<file path="src/rtl/rail_seq_pkg.sv">
package rail_seq_pkg;
  typedef enum logic [2:0] {
    ST_IDLE,
    ST_DELAY,
    ST_WAITPG,
    ST_HOLD,
    ST_ON,
    ST_TRIP
  } seq_state_e;
endpackage

</file>
<file path="src/rtl/rail_seq_cfg.sv">
module rail_seq_cfg #(
  parameter int CNT_W   = 16,
  parameter int DEF_DLY = 200,
  parameter int DEF_TMO = 200
) (
  input  logic             clk,
  input  logic             rst,
  input  logic             dly_wr_i,
  input  logic [CNT_W-1:0] dly_val_i,
  input  logic             tmo_wr_i,
  input  logic [CNT_W-1:0] tmo_val_i,
  output logic [CNT_W-1:0] dly_o,
  output logic [CNT_W-1:0] tmo_o
);
  localparam logic [CNT_W-1:0] ONE = CNT_W'(1);

  logic [CNT_W-1:0] dly_q, tmo_q;

  // A zero interval is stored as one so the timer always spends a cycle.
  always_ff @(posedge clk) begin
    if (rst) begin
      dly_q <= CNT_W'(DEF_DLY);
      tmo_q <= CNT_W'(DEF_TMO);
    end else begin
      if (dly_wr_i) dly_q <= (dly_val_i == '0) ? ONE : dly_val_i;
      if (tmo_wr_i) tmo_q <= (tmo_val_i == '0) ? ONE : tmo_val_i;
    end
  end

  assign dly_o = dly_q;
  assign tmo_o = tmo_q;

  assert_cfg_nonzero_R3: assert property (@(posedge clk) disable iff (rst)
    (dly_q != '0) && (tmo_q != '0));
endmodule

</file>
<file path="src/rtl/rail_seq_timer.sv">
module rail_seq_timer #(
  parameter int CNT_W = 16
) (
  input  logic             clk,
  input  logic             rst,
  input  logic             ld_i,
  input  logic [CNT_W-1:0] ld_val_i,
  output logic             done_o
);
  logic [CNT_W-1:0] cnt_q;

  // Loaded with N on the entry edge; done is seen in the Nth cycle after it.
  always_ff @(posedge clk) begin
    if (rst)                 cnt_q <= '0;
    else if (ld_i)           cnt_q <= ld_val_i;
    else if (cnt_q > CNT_W'(1)) cnt_q <= cnt_q - CNT_W'(1);
  end

  assign done_o = (cnt_q <= CNT_W'(1));

  assert_timer_step_R3: assert property (@(posedge clk) disable iff (rst)
    (!ld_i && !done_o) |=> (cnt_q < $past(cnt_q)));
endmodule

</file>
<file path="src/rtl/rail_seq_fsm.sv">
module rail_seq_fsm
  import rail_seq_pkg::*;
#(
  parameter int NRAIL = 3
) (
  input  logic             clk,
  input  logic             rst,
  input  logic             en_i,
  input  logic [NRAIL-1:0] uv_ok_i,
  input  logic [NRAIL-1:0] pg_i,
  input  logic [NRAIL-1:0] excl_i,
  input  logic             trk_i,
  input  logic             fault_i,
  input  logic             tmr_done_i,
  output logic             ld_dly_o,
  output logic             ld_tmo_o,
  output logic [NRAIL-1:0] rail_en_o,
  output logic             pgood_o,
  output logic             trip_o
);
  localparam int IDX_W = (NRAIL > 1) ? $clog2(NRAIL) : 1;

  seq_state_e       state_q, nxt_state;
  logic [IDX_W-1:0] cur_q, nxt_cur;
  logic [NRAIL-1:0] act_q, nxt_act;
  logic [NRAIL-1:0] rail_en_q, nxt_en;
  logic             mode_q, nxt_mode;
  logic             pgood_q, nxt_pg;
  logic             trip_q, nxt_trip;
  logic [IDX_W:0]   hit;
  logic [NRAIL-1:0] rail_good, cur_bit;
  logic             start_ok, abort, cur_good;

  // Lowest active rail at or above 'from'; MSB flags a hit.
  function automatic logic [IDX_W:0] seek(input logic [NRAIL-1:0] m, input int from);
    logic [IDX_W:0] r;
    r = '0;
    for (int i = NRAIL - 1; i >= 0; i--)
      if (m[i] && (i >= from)) r = {1'b1, IDX_W'(i)};
    return r;
  endfunction

  for (genvar i = 0; i < NRAIL; i++) begin : g_rail
    assign rail_good[i] = !act_q[i] || pg_i[i];
    assign cur_bit[i]   = (cur_q == IDX_W'(i));
  end

  assign start_ok = en_i && (&(uv_ok_i | excl_i));
  assign abort    = !en_i || fault_i;
  assign cur_good = mode_q ? (&rail_good) : (|(cur_bit & rail_good));

  always_comb begin
    nxt_state = state_q;
    nxt_cur   = cur_q;
    nxt_act   = act_q;
    nxt_en    = rail_en_q;
    nxt_mode  = mode_q;
    nxt_pg    = pgood_q;
    nxt_trip  = trip_q;
    ld_dly_o  = 1'b0;
    ld_tmo_o  = 1'b0;
    hit       = '0;
    case (state_q)
      ST_IDLE: begin
        if (start_ok) begin
          nxt_mode = trk_i;
          nxt_act  = ~excl_i;
          hit      = seek(~excl_i, 0);
          if (hit[IDX_W]) begin
            nxt_cur   = hit[IDX_W-1:0];
            nxt_state = ST_DELAY;
            ld_dly_o  = 1'b1;
          end else begin
            nxt_state = ST_HOLD;
            ld_tmo_o  = 1'b1;
          end
        end
      end
      ST_DELAY: begin
        if (abort) begin
          nxt_state = ST_TRIP;
          nxt_en    = '0;
          nxt_trip  = 1'b1;
        end else if (tmr_done_i) begin
          nxt_en    = mode_q ? act_q : (rail_en_q | cur_bit);
          nxt_state = ST_WAITPG;
        end
      end
      ST_WAITPG: begin
        if (abort) begin
          nxt_state = ST_TRIP;
          nxt_en    = '0;
          nxt_trip  = 1'b1;
        end else if (cur_good) begin
          hit = mode_q ? '0 : seek(act_q, int'(cur_q) + 1);
          if (hit[IDX_W]) begin
            nxt_cur   = hit[IDX_W-1:0];
            nxt_state = ST_DELAY;
            ld_dly_o  = 1'b1;
          end else begin
            nxt_state = ST_HOLD;
            ld_tmo_o  = 1'b1;
          end
        end
      end
      ST_HOLD: begin
        if (abort) begin
          nxt_state = ST_TRIP;
          nxt_en    = '0;
          nxt_trip  = 1'b1;
        end else if (tmr_done_i) begin
          nxt_state = ST_ON;
          nxt_pg    = 1'b1;
        end
      end
      ST_ON: begin
        if (!en_i) begin
          nxt_state = ST_IDLE;
          nxt_en    = '0;
          nxt_pg    = 1'b0;
        end
      end
      ST_TRIP: begin
        if (!en_i && !fault_i) begin
          nxt_state = ST_IDLE;
          nxt_trip  = 1'b0;
        end
      end
      default: begin
        nxt_state = ST_IDLE;
        nxt_en    = '0;
        nxt_pg    = 1'b0;
        nxt_trip  = 1'b0;
      end
    endcase
  end

  always_ff @(posedge clk) begin
    if (rst) begin
      state_q   <= ST_IDLE;
      cur_q     <= '0;
      act_q     <= '0;
      rail_en_q <= '0;
      mode_q    <= 1'b0;
      pgood_q   <= 1'b0;
      trip_q    <= 1'b0;
    end else begin
      state_q   <= nxt_state;
      cur_q     <= nxt_cur;
      act_q     <= nxt_act;
      rail_en_q <= nxt_en;
      mode_q    <= nxt_mode;
      pgood_q   <= nxt_pg;
      trip_q    <= nxt_trip;
    end
  end

  assign rail_en_o = rail_en_q;
  assign pgood_o   = pgood_q;
  assign trip_o    = trip_q;

  // Rail enables only ever rise as the wait interval ends.
  for (genvar i = 0; i < NRAIL; i++) begin : g_chk_rise
    assert_rise_after_wait_R3: assert property (@(posedge clk) disable iff (rst)
      $rose(rail_en_q[i]) |-> ($past(state_q) == ST_DELAY));
  end

  // Staggered mode: a rail is on only if every lower active rail is on.
  for (genvar i = 1; i < NRAIL; i++) begin : g_chk_order
    assert_rail_order_R4: assert property (@(posedge clk) disable iff (rst)
      (rail_en_q[i] && !mode_q) |-> (&(rail_en_q[i-1:0] | ~act_q[i-1:0])));
  end

  assert_one_at_a_time_R4: assert property (@(posedge clk) disable iff (rst)
    !mode_q |-> $onehot0(rail_en_q & ~$past(rail_en_q)));

  assert_excluded_off_R5: assert property (@(posedge clk) disable iff (rst)
    (rail_en_q & ~act_q) == '0);

  assert_pgood_all_on_R7: assert property (@(posedge clk) disable iff (rst)
    pgood_q |-> (rail_en_q == act_q) && !trip_q);

  assert_trip_all_off_R8: assert property (@(posedge clk) disable iff (rst)
    trip_q |-> (rail_en_q == '0) && !pgood_q);

  assert_orderly_off_R10: assert property (@(posedge clk) disable iff (rst)
    $fell(pgood_q) |-> (rail_en_q == '0) && !trip_q);
endmodule

</file>
<file path="src/rtl/rail_seq_top.sv">
module rail_seq_top #(
  parameter int NRAIL   = 3,
  parameter int CNT_W   = 16,
  parameter int DEF_DLY = 200,
  parameter int DEF_TMO = 200
) (
  input  logic             clk,
  input  logic             rst,
  input  logic             en_i,
  input  logic [NRAIL-1:0] uv_ok_i,
  input  logic [NRAIL-1:0] pg_i,
  input  logic [NRAIL-1:0] excl_i,
  input  logic             trk_mode_i,
  input  logic             fault_i,
  input  logic             dly_wr_i,
  input  logic [CNT_W-1:0] dly_val_i,
  input  logic             tmo_wr_i,
  input  logic [CNT_W-1:0] tmo_val_i,
  output logic [NRAIL-1:0] rail_en_o,
  output logic             pgood_o,
  output logic             fast_off_o
);
  logic [CNT_W-1:0] dly_w, tmo_w, tmr_val;
  logic             ld_dly, ld_tmo, tmr_done;

  rail_seq_cfg #(.CNT_W(CNT_W), .DEF_DLY(DEF_DLY), .DEF_TMO(DEF_TMO)) u_cfg (
    .clk       (clk),
    .rst       (rst),
    .dly_wr_i  (dly_wr_i),
    .dly_val_i (dly_val_i),
    .tmo_wr_i  (tmo_wr_i),
    .tmo_val_i (tmo_val_i),
    .dly_o     (dly_w),
    .tmo_o     (tmo_w)
  );

  assign tmr_val = ld_dly ? dly_w : tmo_w;

  rail_seq_timer #(.CNT_W(CNT_W)) u_timer (
    .clk      (clk),
    .rst      (rst),
    .ld_i     (ld_dly | ld_tmo),
    .ld_val_i (tmr_val),
    .done_o   (tmr_done)
  );

  rail_seq_fsm #(.NRAIL(NRAIL)) u_fsm (
    .clk        (clk),
    .rst        (rst),
    .en_i       (en_i),
    .uv_ok_i    (uv_ok_i),
    .pg_i       (pg_i),
    .excl_i     (excl_i),
    .trk_i      (trk_mode_i),
    .fault_i    (fault_i),
    .tmr_done_i (tmr_done),
    .ld_dly_o   (ld_dly),
    .ld_tmo_o   (ld_tmo),
    .rail_en_o  (rail_en_o),
    .pgood_o    (pgood_o),
    .trip_o     (fast_off_o)
  );

  assert_single_load_R3: assert property (@(posedge clk) disable iff (rst)
    !(ld_dly && ld_tmo));
endmodule

</file>
<file path="config.mk">
export PLATFORM = sky130hd
export DESIGN_NAME = rail_seq_top
export DESIGN_NICKNAME = d
export VERILOG_FILES = /design/src/rtl/rail_seq_pkg.sv /design/src/rtl/rail_seq_cfg.sv /design/src/rtl/rail_seq_timer.sv /design/src/rtl/rail_seq_fsm.sv /design/src/rtl/rail_seq_top.sv
export SDC_FILE = /design/constraint.sdc
export NUM_CORES = 1
export LEC_CHECK = 0
export BUFFER_PORTS_ARGS = -buffer_cell sky130_fd_sc_hd__clkbuf_2
export CAP_MARGIN = 20
export CORE_MARGIN = 10
export CORE_UTILIZATION = 60
export DETAILED_ROUTE_END_ITERATION = 8
export GPL_ROUTABILITY_DRIVEN = 0
export GPL_TIMING_DRIVEN = 0
export HOLD_SLACK_MARGIN = 0.06
export PLACE_DENSITY = 0.84
export SYNTH_ARGS = -nofsm -noshare
export SYNTH_HDL_FRONTEND = slang
export SYNTH_SLANG_ARGS = --single-unit
</file>
<file path="constraint.sdc">
create_clock -name clk -period 3.8 [get_ports clk]
set_clock_uncertainty 0.1 [all_clocks]
set_input_delay 0.57 -clock clk [delete_from_list [all_inputs] [get_ports clk]]
set_output_delay 0.57 -clock clk [all_outputs]
set_load 0.02 [all_outputs]
</file>
Word level (Yosys, flattened, before mapping)
Index checks and enable logic that the tools add are counted.
Widths: inputs -> output; s select.
Word-level totals
  register bits: 62
  logic and storage cells: 140
Cells by class
  bitwise logic cells: 8
  muxes and demuxes: 60
  reductions and logical operators: 34
  add/subtract/negate cells: 2
  order comparisons: 5
  eq/ne operators: 21
Operators by type and width (number)
  $mux 16: 5
  $mux 3: 25
  $ge 1x32->1 const A: 1
  $ge 2x32->1 const A: 1
  $ge 3x32->1 const A: 1
  $logic_not 16->1: 2
  $pmux 3 s6: 1
  $gt 16x1->1 const B: 1
  $le 16x1->1 const B: 1
  $mux 1: 16
  $sub 16x1->16 const B: 1
  $mux 2: 7
  $ne 2x1->1 const B: 6
  $pmux 3 s4: 1
  $reduce_and 6->1: 2
  $ne 2x2->1 const B: 5
  $reduce_and 3->1: 3
  $reduce_and 4->1: 2
  $eq 3x2->1 const B: 2
  $eq 3x3->1 const B: 2
  $ne 3x2->1 const B: 2
  $or 3x3->3: 2
  $pmux 1 s3: 2
  $reduce_or 2->1: 3
  other kinds (20): 36

Longest topological paths before layout
  depth after elaboration: 16
  mapped depth: 9

By module
From an unflattened synthesis, not the netlist that was laid out.
Second synthesis, totals
  cells, all modules: 367
  area total of the unflattened synthesis: 3397.0 sq um
Modules (own cells, without submodules)
  rail_seq_cfg: cells an instance 115, seq. area each 640.6 sq um, area each 1261.2 sq um, times used 1
  rail_seq_fsm: cells an instance 121, seq. area each 280.3 sq um, area each 954.7 sq um, times used 1
  rail_seq_timer: cells an instance 112, seq. area each 320.3 sq um, area each 929.6 sq um, times used 1
  rail_seq_top: cells an instance 19, seq. area each 0.0 sq um, area each 251.5 sq um, times used 1

Worst setup path before layout
Ideal clock, no wire load.
  path kind: input-to-reg
  start point: in excl_i[0]
  end point: reg u_timer.cnt_q[11]
  stages on the path: 8
  library setup time: 0.125 ns
  data arrival time: 1.905 ns
  buffers on the path: 2
  setup slack: 1.670 ns
  data required time: 3.575 ns
  cells stage by stage: o22a_1 -> o211ai_2 -> nor4_4 -> a22o_4 -> buf_12 -> buf_12 -> mux2i_1 -> o22ai_1
On the way
  word-level cells in the longest chain between the ends: 9
  elaborated cells between the ends (all ways): 17
  classes of those cells: 11 x mux; 3 x bitwise; 3 x reduce/logical
RTL lines
  from (decl): RTL line rail_seq_top.sv:12  | input logic [NRAIL-1:0] excl_i,
  $not 3->3: RTL line rail_seq_fsm.sv:68  | hit = seek(~excl_i, 0);
  $mux 3: RTL line rail_seq_fsm.sv:39  | if (m[i] && (i >= from)) r = {1'b1, IDX_W'(i)};
  $mux 3: RTL line rail_seq_fsm.sv:65  | if (start_ok) begin
  $mux 3: RTL line rail_seq_fsm.sv:63  | case (state_q)
  $mux 1: RTL line rail_seq_fsm.sv:69  | if (hit[IDX_W]) begin
  $mux 1: RTL line rail_seq_fsm.sv:65
  $pmux 1 s2: RTL line rail_seq_fsm.sv:63
  $mux 16 or $or 1x1->1 (tied branches): RTL line rail_seq_top.sv:37, rail_seq_top.sv:42
  $mux 16 or $reduce_bool 2->1 (tied branches)
  to (signal assigned): RTL line rail_seq_timer.sv:15  | else if (ld_i) cnt_q <= ld_val_i;
  to (signal assigned): RTL line rail_seq_timer.sv:16  | else if (cnt_q > CNT_W'(1)) cnt_q <= cnt_q - CNT_W'(1);
  to (decl): RTL line rail_seq_timer.sv:10  | logic [CNT_W-1:0] cnt_q;
Several ways; a longest one is shown, not always the timed one. The select of a mux whose other input is x is not followed.
A chain may end at the register's enable or synchronous reset.

Final worst setup path
  start point: in excl_i[0]
  end point: reg u_timer.cnt_q[15]
Same word-level chain as after synthesis.

==> metrics.txt <==
status=complete, no violations; warnings from Yosys=0; Primary FF master, synth=dfxtp_1; # clock sinks=62; vias in the first global route=2767; post-DR vias/cell=5.87; Initial DRT Pass Iterations=5; IO buf count=52; synthesized flop and latch total=just over 60; Crit path largest cell delay=0.47 ns; Synth top area share=0.388; Max VDD drop=0.362 mV; fmax=between 400 and 500 MHz; register area=~1200 um2; post-route ant nets=0; hpwl dp=6030 um; clock latency on the worst-skew pair=0.35 ns; First DRT Iteration DRCs=159; DR WL/cell=16.5 um; GRT Residual Overflow=0; synth top area cells=dfxtp_1, mux2i_1, nor2_1; Post-Syn Area=3200 um2; CTS Buf Count=9; Residual DRC=0; Worst Path Required=3.92 ns; Yosys cell types=60; Initial Utilization=0.623; Final Instance Area=3770 um2; final worst path period need=approximately 2.4 ns; initial antenna violation count=0; # setup viols final=0; unrepaired setup endpoints after global routing=no; Fin. Hold Viols=0; Die W=93.1 um; Async SR Flop Fraction=0; Synth area leader=dfxtp_1; Tot GR Track Use=0.188; Mapped Cells=343; Switching Fraction=0.364; vias=2818; Final Max Slew Viols=0; fin nets=456; Post-synth EDFFs=0; maximum level of the CTS H-tree=3; Clk pwr share=0.257; slew at the pin closest to its max-slew limit=0.632 ns; post-CTS setup buffers=0; core footprint=around 5100 um2; type of the tightest min-delay check=in -> reg; Syn-to-layout area delta=17.8%; area of the multi-input gates=1820 um2; Clock Tree Root=clkbuf_8; critical path peak fanout=10; Arr. time, crit path=2.48 ns; Antenna diodes=0; slowest CP cell=nor4_4; internal power=1.60 mW; Slew HR=0.579; pin count of the biggest net entering global routing=12; share of layout cells above drive strength 1=0.234; crit-path most repeated cell=buf_12; critical path, cell by cell=clkbuf_2, o22a_1, o211ai_2, nor4_4, a22o_4, buf_12, buf_12, mux2i_1, o22ai_1; slack of the critical path=1.44 ns; Resized cells post-CTS=0; CTS tree=built; Rows=26; Worst Setup End Kind=flip-flop; # IOs=53; Crit Path Class=in -> reg; Total Neg Setup Slack=0 ns; clk slew on worst S/H paths=0.07 ns; first-pass GRT wire length=13100 um; register area share after synthesis=0.387; Buf+Inv Stages, Crit Path=3; die height=93.1 um; Pwr Density=667 nW/um2; DRT Wirelength=about 8000 um; fillers=just under 400; fin crit share=0.620; syn nets=393; Placed Area=3550 um2; combinational share of power=0.389; max-cap viol count=0; Sequential Power Share=0.354; syn_area_per_cell=9.34 um2; setup slack, reg-to-reg=1.52 ns; startpoint types=input pin; P_sw=915 uW; CP top delay family=compound AO/OA/AOI/OAI gates; pre-CTS setup slack=1.11 ns; Leak=~1.5 nW; Die ar.=8660 um2; CTS max path bufs=2; Hold Buf Count CTS=0
[power by group through the flow]
| stage | combinational, mW | sequential, mW | clock, mW |
|---|---|---|---|
| 2_1_floorplan | 0.766 | 0.890 | 0 |
| 3_3_place_gp | 0.941 | 0.895 | 0 |
| 3_5_place_dp | 0.962 | 0.900 | 0 |
| 4_1_cts | 0.975 | 0.888 | 0.649 |
| 5_1_grt | 1.08 | 0.908 | 0.680 |
| 6_report | 0.978 | 0.891 | 0.647 |
[area by class of cell]
type / instances / share of cell area
multi-input combinational: 257 / 0.482
tap: 70 / 0.0232
timing repair buffer: 52 / 0.0690
sequential: 62 / 0.329
clock buffer: 10 / 0.0365
buffer: 18 / 0.0312
inverter: 6 / 0.00663
clock inverter: 5 / 0.0222
[synth_stat cells (all sizes together) (2+ instances only)]
master / count
dfxtp: 62
nor2: 49
mux2i: 42
a211oi: 22
a21oi: 21
nor3: 11
nor2b: 10
nor4: 10
buf: 9
nand2: 9
o21ai: 9
clkbuf: 8
nand2b: 7
o22ai: 7
xor2: 7
a211o: 6
inv: 6
xnor2: 5
a21o: 4
or3: 4
nand4b: 3
or4: 3
a41oi: 2
and2: 2
and3: 2
ha: 2
nand3b: 2
or2: 2
[cell usage in the layout (no fill, tap or decap), types with 2 or more instances in the layout]
cell and count:
a211o_1 6, a211oi_1 20, a21o_2 3, a21oi_1 19, a21oi_2 2, a41oi_1 2, buf_1 2, buf_12 2
buf_2 4, bufinv_16 2, clkbuf_1 8, clkbuf_2 52, clkbuf_8 10, clkinvlp_4 2, dfxtp_1 62, ha_1 2
inv_1 5, mux2i_1 42, nand2_1 9, nand2b_1 7, nand3b_1 2, nand4b_1 3, nor2_1 47, nor2_2 2
nor2b_1 10, nor3_1 11, nor4_1 8, nor4_4 2, o21ai_0 8, o22ai_1 7, or3_1 4, or4_1 2
xnor2_1 5, xor2_1 7
[final timing paths]
path | startpoint | endpoint | cells after the start
setup / recovery | excl_i[0] | u_timer.cnt_q[15] | 9
hold / removal | dly_val_i[7] | u_cfg.dly_o[7] | 2
setup reg to reg | u_fsm.state_q[2] | u_timer.cnt_q[15] | 9
hold reg to reg | u_cfg.dly_o[0] | u_cfg.dly_o[0] | 2
[worst reg2reg max path, delay by kind of cell, from the launching register on]
kind	cells	cell delay (ns)
AO/OA/AOI/OAI	2	0.31
buffers and inverters	3	0.47
multiplexers	1	0.33
flip-flops	1	0.33
AND/OR/NAND/NOR	3	0.60
[metal layers]
metal,GRT usage,share of wire,up-vias
met3,0.0592,0.069,16
met1,0.225,0.44,1307
met5,0,0,-
li1,-,-,1395
met4,0.0643,0.014,0
met2,0.313,0.48,100
[sequential cells by signal, indices dropped and copies added, names as in the netlist]
register,flops
u_cfg.tmo_o,16
u_fsm.rail_en_o,3
u_cfg.dly_o,16
u_fsm.trip_o,1
u_fsm.pgood_o,1
u_timer.cnt_q,16
u_fsm.mode_q,1
u_fsm.act_q,3
u_fsm.cur_q,2
u_fsm.state_q,3
[cell families (layout without fill, tap and decap cells)]
logic type,after synthesis,count (layout),synth area share
AOI/OAI and AO/OA,83,83,0.196
xor gates and xnor gates,12,12,0.0328
adders and majority gates,2,2,0.00781
buffers and inverters,24,91,0.0445
DFF,62,62,0.387
muxes,42,42,0.131
and+or+nand+nor,118,118,0.200
[through the flow]
stage               utilization  cells  total power [mW]  hold slack (ns)
floorplan                     -    343              1.66            0.360
global placement          0.691    465              1.84            0.372
detailed placement        0.691    465              1.86            0.383
CTS                       0.734    480              2.51            0.341
global route              0.734    480              2.67            0.341
finish                    0.734    480              2.52            0.347
(Power assumes the default switching activity.)
